**src/rtl/snap_timer_pkg.sv**
```systemverilog
package snap_timer_pkg;
    // Word indices of the register file (byte address / 4)
    localparam int unsigned RG_CTRL      = 0;
    localparam int unsigned RG_CAP_LO    = 1;
    localparam int unsigned RG_CAP_HI    = 2;
    localparam int unsigned RG_CAP_TRIG  = 3;
    localparam int unsigned RG_STG_LO    = 4;
    localparam int unsigned RG_STG_HI    = 5;
    localparam int unsigned RG_LOAD_TRIG = 6;
    localparam int unsigned RG_TGT_LO    = 7;
    localparam int unsigned RG_TGT_HI    = 8;
    localparam int unsigned RG_IRQ_EN    = 9;
    localparam int unsigned RG_IRQ_CLR   = 10;
    localparam int unsigned RG_IRQ_STAT  = 11;
    localparam int unsigned RG_IRQ_RAW   = 12;

    // Control word bit positions
    localparam int unsigned CB_RUN    = 0;
    localparam int unsigned CB_UP     = 1;
    localparam int unsigned CB_RELOAD = 2;
    localparam int unsigned CB_ARM    = 3;
    localparam int unsigned CB_DIV    = 16;
endpackage

```
**src/rtl/snap_timer_prescale.sv**
```systemverilog
module snap_timer_prescale #(
    parameter int PRE_W = 16
) (
    input  logic             clk,
    input  logic             rst_n,
    input  logic             run,
    input  logic [PRE_W-1:0] divisor,
    output logic             tick
);
    logic [PRE_W-1:0] div_d, div_q;
    logic [PRE_W-1:0] last_phase;

    // divisor 0 wraps to all ones: a full 2^PRE_W division
    assign last_phase = divisor - PRE_W'(1);
    assign tick       = run && (div_q == last_phase);

    always_comb begin
        div_d = div_q;
        if (!run) begin
            div_d = '0;
        end else if (tick) begin
            div_d = '0;
        end else begin
            div_d = div_q + PRE_W'(1);
        end
    end

    always_ff @(posedge clk or negedge rst_n) begin
        if (!rst_n) begin
            div_q <= '0;
        end else begin
            div_q <= div_d;
        end
    end
endmodule

```
**src/rtl/snap_timer_match.sv**
```systemverilog
module snap_timer_match #(
    parameter int CNT_W = 54
) (
    input  logic [CNT_W-1:0] count,
    input  logic [CNT_W-1:0] target,
    input  logic             up,
    input  logic             armed,
    output logic             hit
);
    logic reached;

    always_comb begin
        if (up) begin
            reached = (count >= target);
        end else begin
            reached = (count <= target);
        end
        hit = armed && reached;
    end
endmodule

```
**src/rtl/snap_timer.sv**
```systemverilog
module snap_timer
    import snap_timer_pkg::*;
#(
    parameter int CNT_W  = 54,
    parameter int PRE_W  = 16,
    parameter int ADDR_W = 8
) (
    input  logic              clk,
    input  logic              rst_n,
    input  logic              wr_en,
    input  logic [ADDR_W-1:0] wr_addr,
    input  logic [31:0]       wr_data,
    input  logic [ADDR_W-1:0] rd_addr,
    output logic [31:0]       rd_data,
    output logic              irq
);
    localparam int HI_W   = CNT_W - 32;
    localparam int WORD_W = ADDR_W - 2;

    localparam logic [WORD_W-1:0] W_CTRL      = WORD_W'(RG_CTRL);
    localparam logic [WORD_W-1:0] W_CAP_LO    = WORD_W'(RG_CAP_LO);
    localparam logic [WORD_W-1:0] W_CAP_HI    = WORD_W'(RG_CAP_HI);
    localparam logic [WORD_W-1:0] W_CAP_TRIG  = WORD_W'(RG_CAP_TRIG);
    localparam logic [WORD_W-1:0] W_STG_LO    = WORD_W'(RG_STG_LO);
    localparam logic [WORD_W-1:0] W_STG_HI    = WORD_W'(RG_STG_HI);
    localparam logic [WORD_W-1:0] W_LOAD_TRIG = WORD_W'(RG_LOAD_TRIG);
    localparam logic [WORD_W-1:0] W_TGT_LO    = WORD_W'(RG_TGT_LO);
    localparam logic [WORD_W-1:0] W_TGT_HI    = WORD_W'(RG_TGT_HI);
    localparam logic [WORD_W-1:0] W_IRQ_EN    = WORD_W'(RG_IRQ_EN);
    localparam logic [WORD_W-1:0] W_IRQ_CLR   = WORD_W'(RG_IRQ_CLR);
    localparam logic [WORD_W-1:0] W_IRQ_STAT  = WORD_W'(RG_IRQ_STAT);
    localparam logic [WORD_W-1:0] W_IRQ_RAW   = WORD_W'(RG_IRQ_RAW);

    typedef struct packed {
        logic             run;
        logic             up;
        logic             reload;
        logic             arm;
        logic [PRE_W-1:0] divisor;
        logic [CNT_W-1:0] count;
        logic [CNT_W-1:0] capture;
        logic [CNT_W-1:0] staged;
        logic [CNT_W-1:0] target;
        logic             irq_en;
        logic             raw;
    } state_t;

    state_t s_d, s_q;

    logic [WORD_W-1:0] wr_word, rd_word;
    logic              step;
    logic              alarm_hit;

    // plain views of state for the bound checker
    logic [CNT_W-1:0] count_q, staged_q, capture_q;
    logic             arm_q, raw_q, irq_en_q, run_q, reload_q;

    logic unused_addr_bits;
    assign unused_addr_bits = ^{wr_addr[1:0], rd_addr[1:0]};

    assign wr_word = wr_addr[ADDR_W-1:2];
    assign rd_word = rd_addr[ADDR_W-1:2];

    snap_timer_prescale #(.PRE_W(PRE_W)) u_prescale (
        .clk     (clk),
        .rst_n   (rst_n),
        .run     (s_q.run),
        .divisor (s_q.divisor),
        .tick    (step)
    );

    snap_timer_match #(.CNT_W(CNT_W)) u_match (
        .count  (s_q.count),
        .target (s_q.target),
        .up     (s_q.up),
        .armed  (s_q.arm),
        .hit    (alarm_hit)
    );

    always_comb begin
        s_d = s_q;

        if (step) begin
            if (s_q.up) begin
                s_d.count = s_q.count + CNT_W'(1);
            end else begin
                s_d.count = s_q.count - CNT_W'(1);
            end
        end

        if (alarm_hit) begin
            s_d.raw = 1'b1;
            s_d.arm = 1'b0;
            if (s_q.reload) begin
                s_d.count = s_q.staged;
            end
        end

        if (wr_en) begin
            case (wr_word)
                W_CTRL: begin
                    s_d.run     = wr_data[CB_RUN];
                    s_d.up      = wr_data[CB_UP];
                    s_d.reload  = wr_data[CB_RELOAD];
                    s_d.arm     = wr_data[CB_ARM];
                    s_d.divisor = wr_data[CB_DIV +: PRE_W];
                end
                W_CAP_TRIG:  s_d.capture = s_q.count;
                W_STG_LO:    s_d.staged[31:0] = wr_data;
                W_STG_HI:    s_d.staged[CNT_W-1:32] = wr_data[HI_W-1:0];
                W_LOAD_TRIG: s_d.count = s_q.staged;
                W_TGT_LO:    s_d.target[31:0] = wr_data;
                W_TGT_HI:    s_d.target[CNT_W-1:32] = wr_data[HI_W-1:0];
                W_IRQ_EN:    s_d.irq_en = wr_data[0];
                W_IRQ_CLR: begin
                    if (wr_data[0] && !alarm_hit) begin
                        s_d.raw = 1'b0;
                    end
                end
                default: ;
            endcase
        end
    end

    always_ff @(posedge clk or negedge rst_n) begin
        if (!rst_n) begin
            s_q <= '0;
        end else begin
            s_q <= s_d;
        end
    end

    always_comb begin
        rd_data = '0;
        case (rd_word)
            W_CTRL: begin
                rd_data[CB_RUN]          = s_q.run;
                rd_data[CB_UP]           = s_q.up;
                rd_data[CB_RELOAD]       = s_q.reload;
                rd_data[CB_ARM]          = s_q.arm;
                rd_data[CB_DIV +: PRE_W] = s_q.divisor;
            end
            W_CAP_LO:   rd_data = s_q.capture[31:0];
            W_CAP_HI:   rd_data[HI_W-1:0] = s_q.capture[CNT_W-1:32];
            W_STG_LO:   rd_data = s_q.staged[31:0];
            W_STG_HI:   rd_data[HI_W-1:0] = s_q.staged[CNT_W-1:32];
            W_TGT_LO:   rd_data = s_q.target[31:0];
            W_TGT_HI:   rd_data[HI_W-1:0] = s_q.target[CNT_W-1:32];
            W_IRQ_EN:   rd_data[0] = s_q.irq_en;
            W_IRQ_STAT: rd_data[0] = s_q.raw & s_q.irq_en;
            W_IRQ_RAW:  rd_data[0] = s_q.raw;
            default: ;
        endcase
    end

    assign irq = s_q.raw & s_q.irq_en;

    assign count_q   = s_q.count;
    assign staged_q  = s_q.staged;
    assign capture_q = s_q.capture;
    assign arm_q     = s_q.arm;
    assign raw_q     = s_q.raw;
    assign irq_en_q  = s_q.irq_en;
    assign run_q     = s_q.run;
    assign reload_q  = s_q.reload;
endmodule

```
**config.mk**
```make
export PLATFORM = sky130hd
export DESIGN_NAME = snap_timer
export DESIGN_NICKNAME = d
export VERILOG_FILES = /design/src/rtl/snap_timer_pkg.sv /design/src/rtl/snap_timer_prescale.sv /design/src/rtl/snap_timer_match.sv /design/src/rtl/snap_timer.sv
export SDC_FILE = /design/constraint.sdc
export NUM_CORES = 1
export LEC_CHECK = 0
export ABC_AREA = 1
export BUFFER_PORTS_ARGS = -buffer_cell sky130_fd_sc_hd__buf_4
export CORE_MARGIN = 2
export CORE_UTILIZATION = 30
export CTS_BUF_LIST = sky130_fd_sc_hd__clkbuf_8
export CTS_CLUSTER_SIZE = 14
export DETAILED_ROUTE_END_ITERATION = 8
export HOLD_SLACK_MARGIN = 0.12
export MAX_ROUTING_LAYER = met4
export PLACE_DENSITY_LB_ADDON = 0.05
export SLEW_MARGIN = 30
export SYNTH_ARGS = -nofsm -noshare
export SYNTH_HDL_FRONTEND = slang
export SYNTH_SLANG_ARGS = --single-unit
```
**constraint.sdc**
```tcl
create_clock -name clk -period 5.3 [get_ports clk]
set_input_delay 1.325 -clock clk [delete_from_list [all_inputs] [get_ports clk]]
set_output_delay 1.325 -clock clk [all_outputs]
set_load 0.005 [all_outputs]
```
Word level (Yosys, flattened, before mapping) --
Cells that the tools add are included.
Word-level totals: register bits after elaboration 254, input bits 51, output and inout port bits 33
Cells by class: reduce and logical (&&, ||, !) cells 13, magnitude comparators 2, add/subtract/negate cells 4, eq/ne operators 18, bitwise logic cells 1, multiplexer cells 25
Operator list (number):
- $mux W54 | 6
- $mux W235 | 1
- $pmux W12 S6 | 1
- $mux W32 | 2
- $add A54 B1 Y54 const B | 1
- $ge A54 B54 Y1 | 1
- $le A54 B54 Y1 | 1
- $sub A54 B1 Y54 const B | 1
- $mux W22 | 2
- $eq A6 B3 Y1 const B | 7
- $eq A6 B4 Y1 const B | 7
- $pmux W6 S7 | 1
- $pmux W10 S4 | 1
- $mux W16 | 2
- $pmux W3 S7 | 1
- $mux W17 | 1
- $add A16 B1 Y16 const B | 1
- $eq A16 B16 Y1 | 1
- $sub A16 B1 Y16 const B | 1
- $reduce_and A2 Y1 | 7
- $eq A6 B2 Y1 const B | 2
- $logic_not A6 Y1 | 2
- $pmux W1 S10 | 1
- $eq A6 B1 Y1 const B | 1
- other kinds (4) | 11

Depth between registers and ports, before layout --
Gate-level depths: netlist (run 1).
word-level depth 8, depth in mapped cells 21

Cells and area by module --
A second synthesis (run 1) with hierarchy kept.
Second synthesis, totals: cells, all modules 2758, area total of the unflattened synthesis 18589.1 sq um
By module, submodules not included:
- snap_timer | cells each 2191, area each 15175.8 sq um, instances 1
- snap_timer_prescale | cells each 282, area each 1762.9 sq um, instances 1
- snap_timer_match | cells each 285, area each 1650.3 sq um, instances 1

Worst setup path after synthesis (run 1) --
No wires, ideal clock.
path kind input to output, start input port rd_addr[7], end output port rd_data[16], cell stages on the path 8, data required time 3.975 ns, arrival 2.591 ns, buffers on the path 1, setup slack 1.384 ns, cells stage by stage nor2_1 -> nand3b_1 -> nor2_1 -> clkinv_1 -> clkbuf_1 -> o22ai_1 -> a21oi_1 -> o211ai_1
Between the ends: word-level cells in the longest chain between the ends 2, elaborated cells on any way between the ends 8, classes of those cells 6 x eq/ne; 1 x mux; 1 x reduce/logical
Ends and longest elaborated chain:
- start: declaration | RTL line snap_timer.sv:13 | input logic [ADDR_W-1:0] rd_addr,
- $eq A6 B4 Y1 (tied with other cells) | RTL line snap_timer.sv:135 | case (rd_word)
- $pmux W6 S7 (*) | RTL line snap_timer.sv:135
- end: declaration | RTL line snap_timer.sv:14 | output logic [31:0] rd_data,
Every way passes the cells marked *; elsewhere a longest branch is shown, timed or not.

Worst setup path after layout (run 1) --
start input port rd_addr[7], end output port rd_data[1]
Between the ends: word-level cells in the longest chain between the ends 2, elaborated cells on any way between the ends 8, classes of those cells 6 x eq/ne; 1 x mux; 1 x reduce/logical
Ends and longest elaborated chain (RTL line):
- $eq A6 B4 Y1 (tied with other cells) | snap_timer.sv:135
- $pmux W3 S7 (*) | snap_timer.sv:135
Marks and branches as above.

==> results.py, run 1 <==
metrics = {
    "status": {
        "status": "completed",
    },
    "timing": {
        "finalSetupViolations": 0,
        "rsz0062_at_grt": "no",
        "worst_clock_skew_ns": 0.0452,
        "post-route-period-util": 0.844,
        "timing.fmax_ghz": 0.224,
        "period_minus_slack_ns": 4.47,
        "slew_headroom": 0.432,
        "worst_pin_slew_ns": 0.848,
        "tns_ns": 0,
        "slew_viol_final": 0,
        "hold_viol_final": 0,
        "fin_ws_ns": 0.829,
    },
    "final_layout": {
        "post-route-cell-area_um2": 20200,
        "n_antenna_cell": 0,
        "drive_above_1_share": 0.0918,
        "multiInputGateArea_um2": 9630,
        "areaGrowthSynthToFinish_pct": 14.2,
        "regArea_um2": 6360,
        "nets": 2766,
        "fillers": 6421,
    },
    "logic_synthesis": {
        "yosys-top-cells-area": "dfrtp_1, nand2_1, ha_1, inv_1, o21ai_0",
        "synth_top_family_by_area": "simple AND/OR/NAND/NOR gates",
        "syn_nets": 2679,
        "muxShareOfSynthArea": 0.0211,
        "synth-main-ff-cell": "dfrtp_1",
        "syn_area_um2": 17600,
        "avgSynthCellArea_um2": 7.01,
        "synth-adder-area-share": 0.0777,
        "ys_seq_elements": 254,
        "yosysWarningCount": 0,
        "synth-simple-area-share": 0.283,
        "synthDistinctLibCells": 46,
        "async_flop_share": 1.00,
        "synth-xor-area-share": 0.0276,
        "synth_edf_count": 0,
        "syn_inst": 2519,
        "synth_top_area_frac": 0.360,
        "synth_compound_area_frac": 0.135,
        "synth_top_area_cell": "dfrtp_1",
        "yosysSeqAreaShare": 0.360,
    },
    "critical_path": {
        "crit_type": "in2out",
        "rr_startpoint": "s_q[236]",
        "worstSetupStartpointType": "primary input",
        "rrSetupSlack_ns": 1.47,
        "critPathMaxFanout": 30,
        "cp_cell_sequence": "buf_4 -> nor2_1 -> nand3b_1 -> nor2_1 -> inv_1 -> buf_4 -> o22ai_1 -> a221oi_1 -> nand2_1 -> buf_4",
        "critPathMaxStageDelay_ns": 0.29,
        "required_ns": 3.97,
        "ff2ff_path_depth": 17,
        "cp_common_cell": "buf_4",
        "endpoint": "rd_data[1]",
        "end_kind": "primary output",
        "cp_slowest_cell": "nor2_1",
        "crit-reg2reg-capture": "count_q[53]",
        "cp.arrival_ns": 3.15,
        "startpoint": "rd_addr[7]",
    },
    "global_route": {
        "first_global_vias": 16706,
        "grt_max_degree": 100,
        "antenna_found_initial": 0,
        "grt_usage": 0.234,
        "grt_pass1_wl_um": 103000,
        "overflow": 0,
    },
    "clock_network": {
        "cts_tree": "yes",
        "clk_latency_ns": 0.67,
        "post-cts-setup-buffers": 0,
        "cts_resized": 0,
        "cts_num_sinks": 254,
        "h-tree-depth": 2,
        "hold_buffers": 0,
        "clk_pin_slew_ns": 0.05,
        "cts_buffers": 51,
        "cts-root-buf": "clkbuf_8",
        "clock_path_buffers": 3,
    },
    "place": {
        "gp_congestion": 0.961,
        "io_buffers": 79,
        "pre_cts_ws_ns": 0.863,
        "placed_cell_area_um2": 19100,
        "dp_hpwl_um": 52800,
    },
    "route": {
        "drc": 0,
        "ant_nets": 0,
        "met2_length_um": 31200,
        "dr_wl_met3_um": 3440,
        "wl_per_cell_um": 20.0,
        "wl_met1_um": 30500,
        "highest_layer": "met4",
        "drtIter0Drc": 1204,
        "drt_wl_total_um": 68300,
        "vias": 16734,
        "detail_route.first_pass.iterations": 5,
        "vias_per_cell": 4.90,
    },
    "die": {
        "start_util": 0.305,
        "die_y_um": 247,
        "pin_count": 84,
        "die_area_um2": 60800,
        "rows": 88,
        "die_w_um": 247,
        "core_area_um2": 57900,
    },
    "power_and_ir_drop": {
        "cellPowerDensity_nw_per_um2": 346,
        "p_leak_nw": 10.6,
        "peakVddDrop_uv": 186,
    },
    "flow_run": {
        "cap_violations": 0,
    },
    "hold_path": {
        "worstHoldPathType": "reg2reg",
    },
}
[report_power, final]
part / total, W / internal (W) / switching [W]
registers: 0.00234 / 0.00212 / 0.000222
clock network: 0.00210 / 0.00114 / 0.000961
logic: 0.00252 / 0.000769 / 0.00175
[metal layers]
metal | global-route usage | up-vias
met5 | - | -
met4 | 0.0992 | 0
met3 | 0.0386 | 122
met2 | 0.370 | 423
met1 | 0.296 | 7885
li1 | - | 8304
[how the worst min path moves through the flow]
stage | startpoint | to | slack [ns] | cells after the start
final | capture_q[1] | capture_q[1] | 0.48 | 2
after global routing | s_q[48] | s_q[48] | 0.51 | 2
after CTS | s_q[55] | s_q[55] | 0.49 | 2
after detailed placement | s_q[55] | s_q[55] | 0.47 | 2
after global placement | s_q[20] | s_q[20] | 0.47 | 2
after floorplan | s_q[10] | s_q[10] | 0.45 | 2
[registers in the layout, summed over array words and instances (netlist names)]
| register | count |
|---|---|
| s_q | 71 |
| capture_q | 54 |
| count_q | 54 |
| staged_q | 54 |
| u_prescale.div_q | 16 |
| arm_q | 1 |
| irq_en_q | 1 |
| raw_q | 1 |
| reload_q | 1 |
| run_q | 1 |
[worst max-delay path, delay by kind of cell]
kind	cells	cell delay, ns
compound gates	2	0.28
buf+inv	4	0.63
simple gates	4	0.90
[synthesized netlist by cell type (4+ instances only)]
library cell / count
buf_4: 6
or2_2: 4
nand3_2: 4
xnor2_1: 21
o211ai_1: 12
inv_1: 354
dfrtp_1: 254
ha_1: 108
inv_2: 5
nor2_2: 5
xor2_1: 32
clkbuf_1: 49
nand2_1: 855
a21o_1: 6
o21bai_1: 21
buf_2: 4
a21oi_1: 91
nand3_1: 85
o21ai_1: 14
nor2_1: 185
a31oi_1: 7
nor4_1: 5
nand3b_1: 10
nand4_1: 36
o21ai_0: 202
a221oi_1: 26
nor2_4: 6
buf_6: 6
a22oi_1: 11
o2111ai_1: 7
nor3_1: 19
mux2_2: 33
o22ai_1: 13
[placed cells by master (no fill, tap or decap), types with 26 or more instances in the layout]
cell	instances
mux2_2	33
ha_1	108
buf_4	97
nand3_1	85
nor2_1	183
a221oi_1	26
nand2_1	852
inv_1	375
clkbuf_8	61
o21ai_0	202
a21oi_1	91
nand4_1	36
dfrtp_1	254
xor2_1	32
[area by class of cell]
class                      instances  area share
multi-input combinational       1836       0.478
clock buffer                      61      0.0416
timing repair buffer             101      0.0402
clock inverter                    33      0.0101
sequential                       254       0.315
inverter                         362      0.0674
tap                              765      0.0475
[cell families (layout without fill, tap and decap cells)]
| group | Yosys count | count (layout) |
|---|---|---|
| xor gates and xnor gates | 54 | 54 |
| and+or+nand+nor | 1223 | 1223 |
| muxes | 33 | 33 |
| DFF | 254 | 254 |
| buffers and inverters | 429 | 557 |
| adders and majority gates | 109 | 109 |
| AOI/OAI and AO/OA | 417 | 417 |
[through the flow]
step / instances / util / hold WS (ns) / total power, W
3_3_place_gp: 3317 / 0.330 / 0.467 / 0.00489
5_1_grt: 3412 / 0.348 / 0.507 / 0.00749
3_5_place_dp: 3318 / 0.330 / 0.473 / 0.00489
2_1_floorplan: 2519 / - / 0.453 / 0.00394
6_report: 3412 / 0.348 / 0.484 / 0.00697
4_1_cts: 3412 / 0.348 / 0.487 / 0.00705
(Power assumes the default switching activity.)
==> inputs of run 2 (changes only) <==
--- a/config.mk
+++ b/config.mk
@@ -5,7 +5,7 @@
 export SDC_FILE = /design/constraint.sdc
 export NUM_CORES = 1
 export LEC_CHECK = 0
-export ABC_AREA = 1
+export ABC_AREA = 0
 export BUFFER_PORTS_ARGS = -buffer_cell sky130_fd_sc_hd__buf_4
 export CORE_MARGIN = 2
 export CORE_UTILIZATION = 30
==> constraint.sdc (replaced) <==
create_clock -name clk -period 4.32 [get_ports clk]
set_input_delay 1.08 -clock clk [delete_from_list [all_inputs] [get_ports clk]]
set_output_delay 1.08 -clock clk [all_outputs]
set_load 0.005 [all_outputs]
==> run 2 against run 1 <==
  * Final area is 5.8% lower
  * Synthesized cell count shrank 34%
  * Worst setup slack got worse by 0.63 ns
  * Sequential share of layout area increased by 1.9 points
  * First-iteration DRC count is 24% lower
  * Global-route usage down 1.8 points
  * Highest routed layer unchanged
==> results.py, run 2 <==
metrics = {
    "status": {
        "status": "completed",
    },
    "timing": {
        "timing.fmax_ghz": 0.243,
        "slew_headroom": 0.326,
        "worst_pin_slew_ns": 1.00,
        "whs_ns": 0.389,
        "rsz0062_at_grt": "no",
        "hold_viol_final": 0,
        "slew_viol_final": 0,
        "fin_ws_ns": 0.199,
        "finalSetupViolations": 0,
        "period_minus_slack_ns": 4.12,
        "post-route-period-util": 0.954,
        "worst_clock_skew_ns": 0.0327,
        "tns_ns": 0,
    },
    "place": {
        "pre_cts_ws_ns": 0.284,
        "dp_hpwl_um": 42700,
        "io_buffers": 79,
        "post-place-cells": 2419,
        "gp_congestion": 0.864,
    },
    "final_layout": {
        "nets": 1936,
        "largest_reg_flops": 71,
        "regMostFlops": "s_q",
        "fillers": 5507,
        "most-common-layout-cells": "dfrtp_1, mux2_2, nand2_1",
        "areaGrowthSynthToFinish_pct": 17.5,
        "drive_above_1_share": 0.239,
        "fin_util": 0.355,
        "final_common_cell": "dfrtp_1",
        "stdcell_count": 2508,
    },
    "route": {
        "wl_per_cell_um": 23.1,
        "drt_wl_total_um": 57800,
        "drc": 0,
        "detail_route.first_pass.iterations": 6,
        "ant_nets": 0,
        "vias": 13384,
        "drtIter0Drc": 920,
        "vias_per_cell": 5.34,
    },
    "die": {
        "die_y_um": 236,
        "core_area_um2": 53500,
        "rows": 85,
        "start_util": 0.302,
        "die_w_um": 236,
        "pin_count": 84,
        "die_area_um2": 55700,
    },
    "critical_path": {
        "required_ns": 4.82,
        "worstSetupStartpointType": "flip-flop",
        "rrSetupSlack_ns": 0.20,
        "ff2ff_path_depth": 14,
        "crit_type": "reg2reg",
        "end_kind": "flip-flop",
        "crit-reg2reg-capture": "count_q[38]",
        "cp.arrival_ns": 4.62,
        "critPathMaxFanout": 14,
        "rr_startpoint": "s_q[236]",
    },
    "logic_synthesis": {
        "avgSynthCellArea_um2": 9.70,
        "yosysSeqAreaShare": 0.393,
        "synthDistinctLibCells": 77,
        "synth_top_area_cell": "dfrtp_1",
        "synth_top_area_frac": 0.393,
        "syn_area_um2": 16200,
        "syn_nets": 1826,
        "ys_seq_elements": 254,
        "synth_edf_count": 0,
        "syn_inst": 1666,
        "synth.most_common_cell": "dfrtp_1",
        "yosys-top-cells-area": "dfrtp_1, mux2_2, ha_1, nand2_1, a21oi_1",
        "yosysWarningCount": 0,
        "ys_top_cells_by_count": "dfrtp_1, mux2_2, nand2_1",
        "synth-main-ff-cell": "dfrtp_1",
        "async_flop_share": 1.00,
    },
    "clock_network": {
        "cts-root-buf": "clkbuf_8",
        "hold_buffers": 0,
        "post-cts-setup-buffers": 0,
        "clk_pin_slew_ns": 0.05,
        "clk_latency_ns": 0.64,
        "clock_path_buffers": 3,
        "h-tree-depth": 2,
        "cts_buffers": 51,
        "cts_resized": 0,
        "cts_num_sinks": 254,
        "cts_tree": "yes",
    },
    "global_route": {
        "grt_pass1_wl_um": 87900,
        "antenna_found_initial": 2,
        "first_global_vias": 13799,
        "overflow": 0,
        "grt_max_degree": 75,
        "grt_usage": 0.216,
    },
    "power_and_ir_drop": {
        "cellPowerDensity_nw_per_um2": 502,
        "peakVddDrop_uv": 185,
        "p_leak_nw": 8.46,
    },
    "hold_path": {
        "worstHoldPathType": "in2async",
    },
    "flow_run": {
        "cap_violations": 0,
    },
}
run 2: kinds of logic (layout without fill, tap and decap cells):
logic type,after synthesis,in the layout,synth area share
AO/OA/AOI/OAI,420,420,0.167
flip-flops,254,254,0.393
buffers and inverters,160,305,0.0382
adder cells (fa/ha/maj),109,109,0.0849
AND/OR/NAND/NOR,428,428,0.125
multiplexers,214,214,0.148
other,0,1,0
XOR/XNOR,81,81,0.0439
run 2: worst max-delay path by stage:
stage	cells after the start	start	slack (ns)	to
2_1_floorplan	12	s_q[236]	0.18	count_q[53]
3_3_place_gp	8	rd_addr[5]	0.28	rd_data[16]
3_5_place_dp	8	rd_addr[5]	0.28	rd_data[16]
4_1_cts	8	rd_addr[5]	0.27	rd_data[16]
5_1_grt	13	s_q[236]	0.01	count_q[44]
6_report	14	s_q[236]	0.20	count_q[38]
run 2: final cells by class:
cell class | instances | area [µm²] | share of cell area
Multi-Input combinational cell | 1252 | 9250 | 0.487
Sequential cell | 254 | 6360 | 0.335
Timing Repair Buffer | 144 | 1160 | 0.0613
Tap cell | 696 | 871 | 0.0459
Clock buffer | 63 | 867 | 0.0457
Inverter | 73 | 274 | 0.0144
Clock inverter | 25 | 209 | 0.0110
Antenna cell | 1 | 2.50 | 0.000132
run 2: power breakdown:
group | switching [W] | total, W | internal, W
clock network | 0.00114 | 0.00268 | 0.00154
logic | 0.00209 | 0.00366 | 0.00157
registers | 0.000436 | 0.00320 | 0.00276
run 2: critical path: stages (launching register included):
cell	delay, ns
dfrtp_1	0.39
inv_2	0.20
buf_12	0.22
ha_1	0.48
and3_1	0.25
o21ai_0	0.38
a311oi_1	0.61
buf_4	0.22
nand3_1	0.06
o211ai_1	0.21
buf_4	0.21
a31oi_1	0.10
xnor2_1	0.17
mux2i_1	0.38
o21ai_1	0.09
run 2: per-stage QoR:
| step | power (W) | instance area [µm²] |
|---|---|---|
| 6_report | 0.00954 | 19000 |
| 4_1_cts | 0.00963 | 19000 |
| 3_3_place_gp | 0.00688 | 17900 |
| 5_1_grt | 0.0102 | 19000 |
| 2_1_floorplan | 0.00556 | 16200 |
| 3_5_place_dp | 0.00688 | 17900 |
run 2: per-layer routing:
layer  track usage  part of all wire  wire (µm)  vias to the layer above
met5             -                 0          0                        -
met2         0.319              0.44      25200                      248
li1              -                 -          -                     6316
met4        0.0519             0.020       1170                        0
met3        0.0311             0.038       2200                       75
met1         0.310              0.51      29300                     6745
==> inputs of run 3 (changes only) <==
--- a/config.mk
+++ b/config.mk
@@ -8,7 +8,7 @@
 export ABC_AREA = 0
 export BUFFER_PORTS_ARGS = -buffer_cell sky130_fd_sc_hd__buf_4
 export CORE_MARGIN = 2
-export CORE_UTILIZATION = 30
+export CORE_UTILIZATION = 35
 export CTS_BUF_LIST = sky130_fd_sc_hd__clkbuf_8
 export CTS_CLUSTER_SIZE = 14
 export DETAILED_ROUTE_END_ITERATION = 8
==> constraint.sdc (replaced) <==
create_clock -name clk -period 4.32 [get_ports clk]
set_input_delay 0.864 -clock clk [delete_from_list [all_inputs] [get_ports clk]]
set_output_delay 0.864 -clock clk [all_outputs]
set_load 0.005 [all_outputs]
==> run 3 against run 2 <==
  * Routed wire length shrank 4.6%
  * Largest cell class unchanged
  * Global-route usage grew 2.4 points
  * Flip-flop and latch count is the same
  * Worst setup slack gained 0.28 ns
  * Die area shrank 14%
  * Maximum frequency grew 7.4%
  * Clock skew grew 0.0081 ns
  * Sequential power is essentially flat
  * Final cell count shrank 4.2%
==> results.py, run 3 (same netlist as run 2, synthesis figures left out) <==
metrics = {
    "timing": {
        "rsz0062_at_grt": "no",
        "finalSetupViolations": 0,
        "worst_pin_slew_ns": 0.922,
        "slew_headroom": 0.384,
        "hold_viol_final": 0,
        "tns_ns": 0,
        "period_minus_slack_ns": 3.84,
        "slew_viol_final": 0,
        "post-route-period-util": 0.888,
        "timing.fmax_ghz": 0.261,
        "worst_clock_skew_ns": 0.0408,
    },
    "place": {
        "gp_congestion": 0.861,
        "dp_hpwl_um": 40900,
        "io_buffers": 79,
    },
    "critical_path": {
        "end_kind": "flip-flop",
        "ff2ff_path_depth": 12,
        "required_ns": 4.87,
        "rr_startpoint": "s_q[219]",
        "startpoint": "s_q[219]",
        "critPathMaxFanout": 18,
        "cp.arrival_ns": 4.39,
        "crit_type": "reg2reg",
        "worstSetupStartpointType": "flip-flop",
    },
    "status": {
        "status": "completed",
    },
    "final_layout": {
        "largest_reg_flops": 71,
        "drive_above_1_share": 0.232,
        "nets": 1926,
        "fin_util": 0.411,
        "areaGrowthSynthToFinish_pct": 15.6,
        "regMostFlops": "s_q",
        "fillers": 4657,
        "most-common-layout-cells": "dfrtp_1, mux2_2, nand2_1",
        "final_common_cell": "dfrtp_1",
    },
    "global_route": {
        "overflow": 0,
        "grt_max_degree": 92,
        "grt_pass1_wl_um": 83400,
        "grt_usage": 0.240,
        "antenna_found_initial": 0,
        "first_global_vias": 13256,
    },
    "clock_network": {
        "cts_num_sinks": 254,
        "hold_buffers": 0,
        "post-cts-setup-buffers": 0,
        "clk_latency_ns": 0.65,
        "h-tree-depth": 2,
        "cts-root-buf": "clkbuf_8",
        "cts_resized": 0,
        "clock_path_buffers": 3,
        "cts_tree": "yes",
        "clk_pin_slew_ns": 0.06,
        "cts_buffers": 49,
    },
    "route": {
        "vias": 13379,
        "vias_per_cell": 5.57,
        "drc": 0,
        "detail_route.first_pass.iterations": 7,
        "wl_per_cell_um": 23.0,
        "ant_nets": 0,
        "drtIter0Drc": 869,
        "drt_wl_total_um": 55200,
    },
    "power_and_ir_drop": {
        "p_leak_nw": 8.37,
        "cellPowerDensity_nw_per_um2": 494,
        "peakVddDrop_uv": 243,
    },
    "die": {
        "pin_count": 84,
        "die_area_um2": 47900,
        "rows": 78,
        "die_w_um": 219,
        "die_y_um": 219,
        "core_area_um2": 45500,
        "start_util": 0.355,
    },
    "flow_run": {
        "cap_violations": 0,
    },
    "hold_path": {
        "worstHoldPathType": "in2async",
    },
}
==> run 3: changes by cell type in the layout (fill, tap and decap cells not counted), sizes merged <==
cell	before	now
bufinv	4	2
buf	144	136
clkinv	2	3
inv	90	94
clkinvlp	2	1
clkbuf	63	59
==> run 3: worst paths after layout <==
| kind | end | slack (ns) |
|---|---|---|
| min in group clk | s_q[27] | 0.48 |
| setup reg to reg | count_q[37] | 0.48 |
| hold reg to reg | capture_q[5] | 0.51 |
| setup / recovery | count_q[37] | 0.48 |
| hold / removal | s_q[8] | 0.22 |
| max in group asynchronous | capture_q[21] | 3.02 |
==> run 3: critical path: stages (launching register included) <==
cell	delay, ns
dfrtp_1	0.46
inv_1	0.12
ha_1	0.27
or4b_1	0.61
nor4_1	0.27
xnor2_1	0.16
o2111ai_1	0.19
a211oi_2	0.30
nand4_4	0.45
buf_4	0.39
nor2_1	0.26
a21oi_1	0.12
o21ai_1	0.13
==> run 3: through the flow <==
step	total power (W)	cells	cell area, µm²	setup WS [ns]	hold WS, ns
floorplan	0.00556	1666	16200	0.179	0.468
global placement	0.00677	2315	17700	0.464	0.490
detailed placement	0.00677	2315	17700	0.433	0.496
CTS	0.00929	2401	18700	0.443	0.251
global route	0.00987	2401	18700	0.154	0.282
finish	0.00923	2402	18700	0.483	0.223
==> run 3: final cells by class <==
class	instances	area, µm²	share of cell area
Multi-Input combinational cell	1252	9240	0.495
Sequential cell	254	6360	0.340
Timing Repair Buffer	136	1080	0.0578
Clock buffer	59	812	0.0435
Tap cell	600	751	0.0402
Inverter	73	274	0.0147
Clock inverter	27	161	0.00864
Antenna cell	1	2.50	0.000134
==> run 3: report_power, final <==
group,switching [W],internal (W)
Sequential,0.000455,0.00276
Combinational,0.00203,0.00153
Clock,0.00111,0.00134
Total,0.00359,0.00564
==> run 3: metal layers <==
| layer | routed length (µm) | share of wire | GRT usage |
|---|---|---|---|
| met5 | 0 | 0 | - |
| met4 | 980 | 0.018 | 0.0532 |
| met3 | 2680 | 0.048 | 0.0365 |
| met2 | 24200 | 0.44 | 0.351 |
| met1 | 27300 | 0.50 | 0.350 |
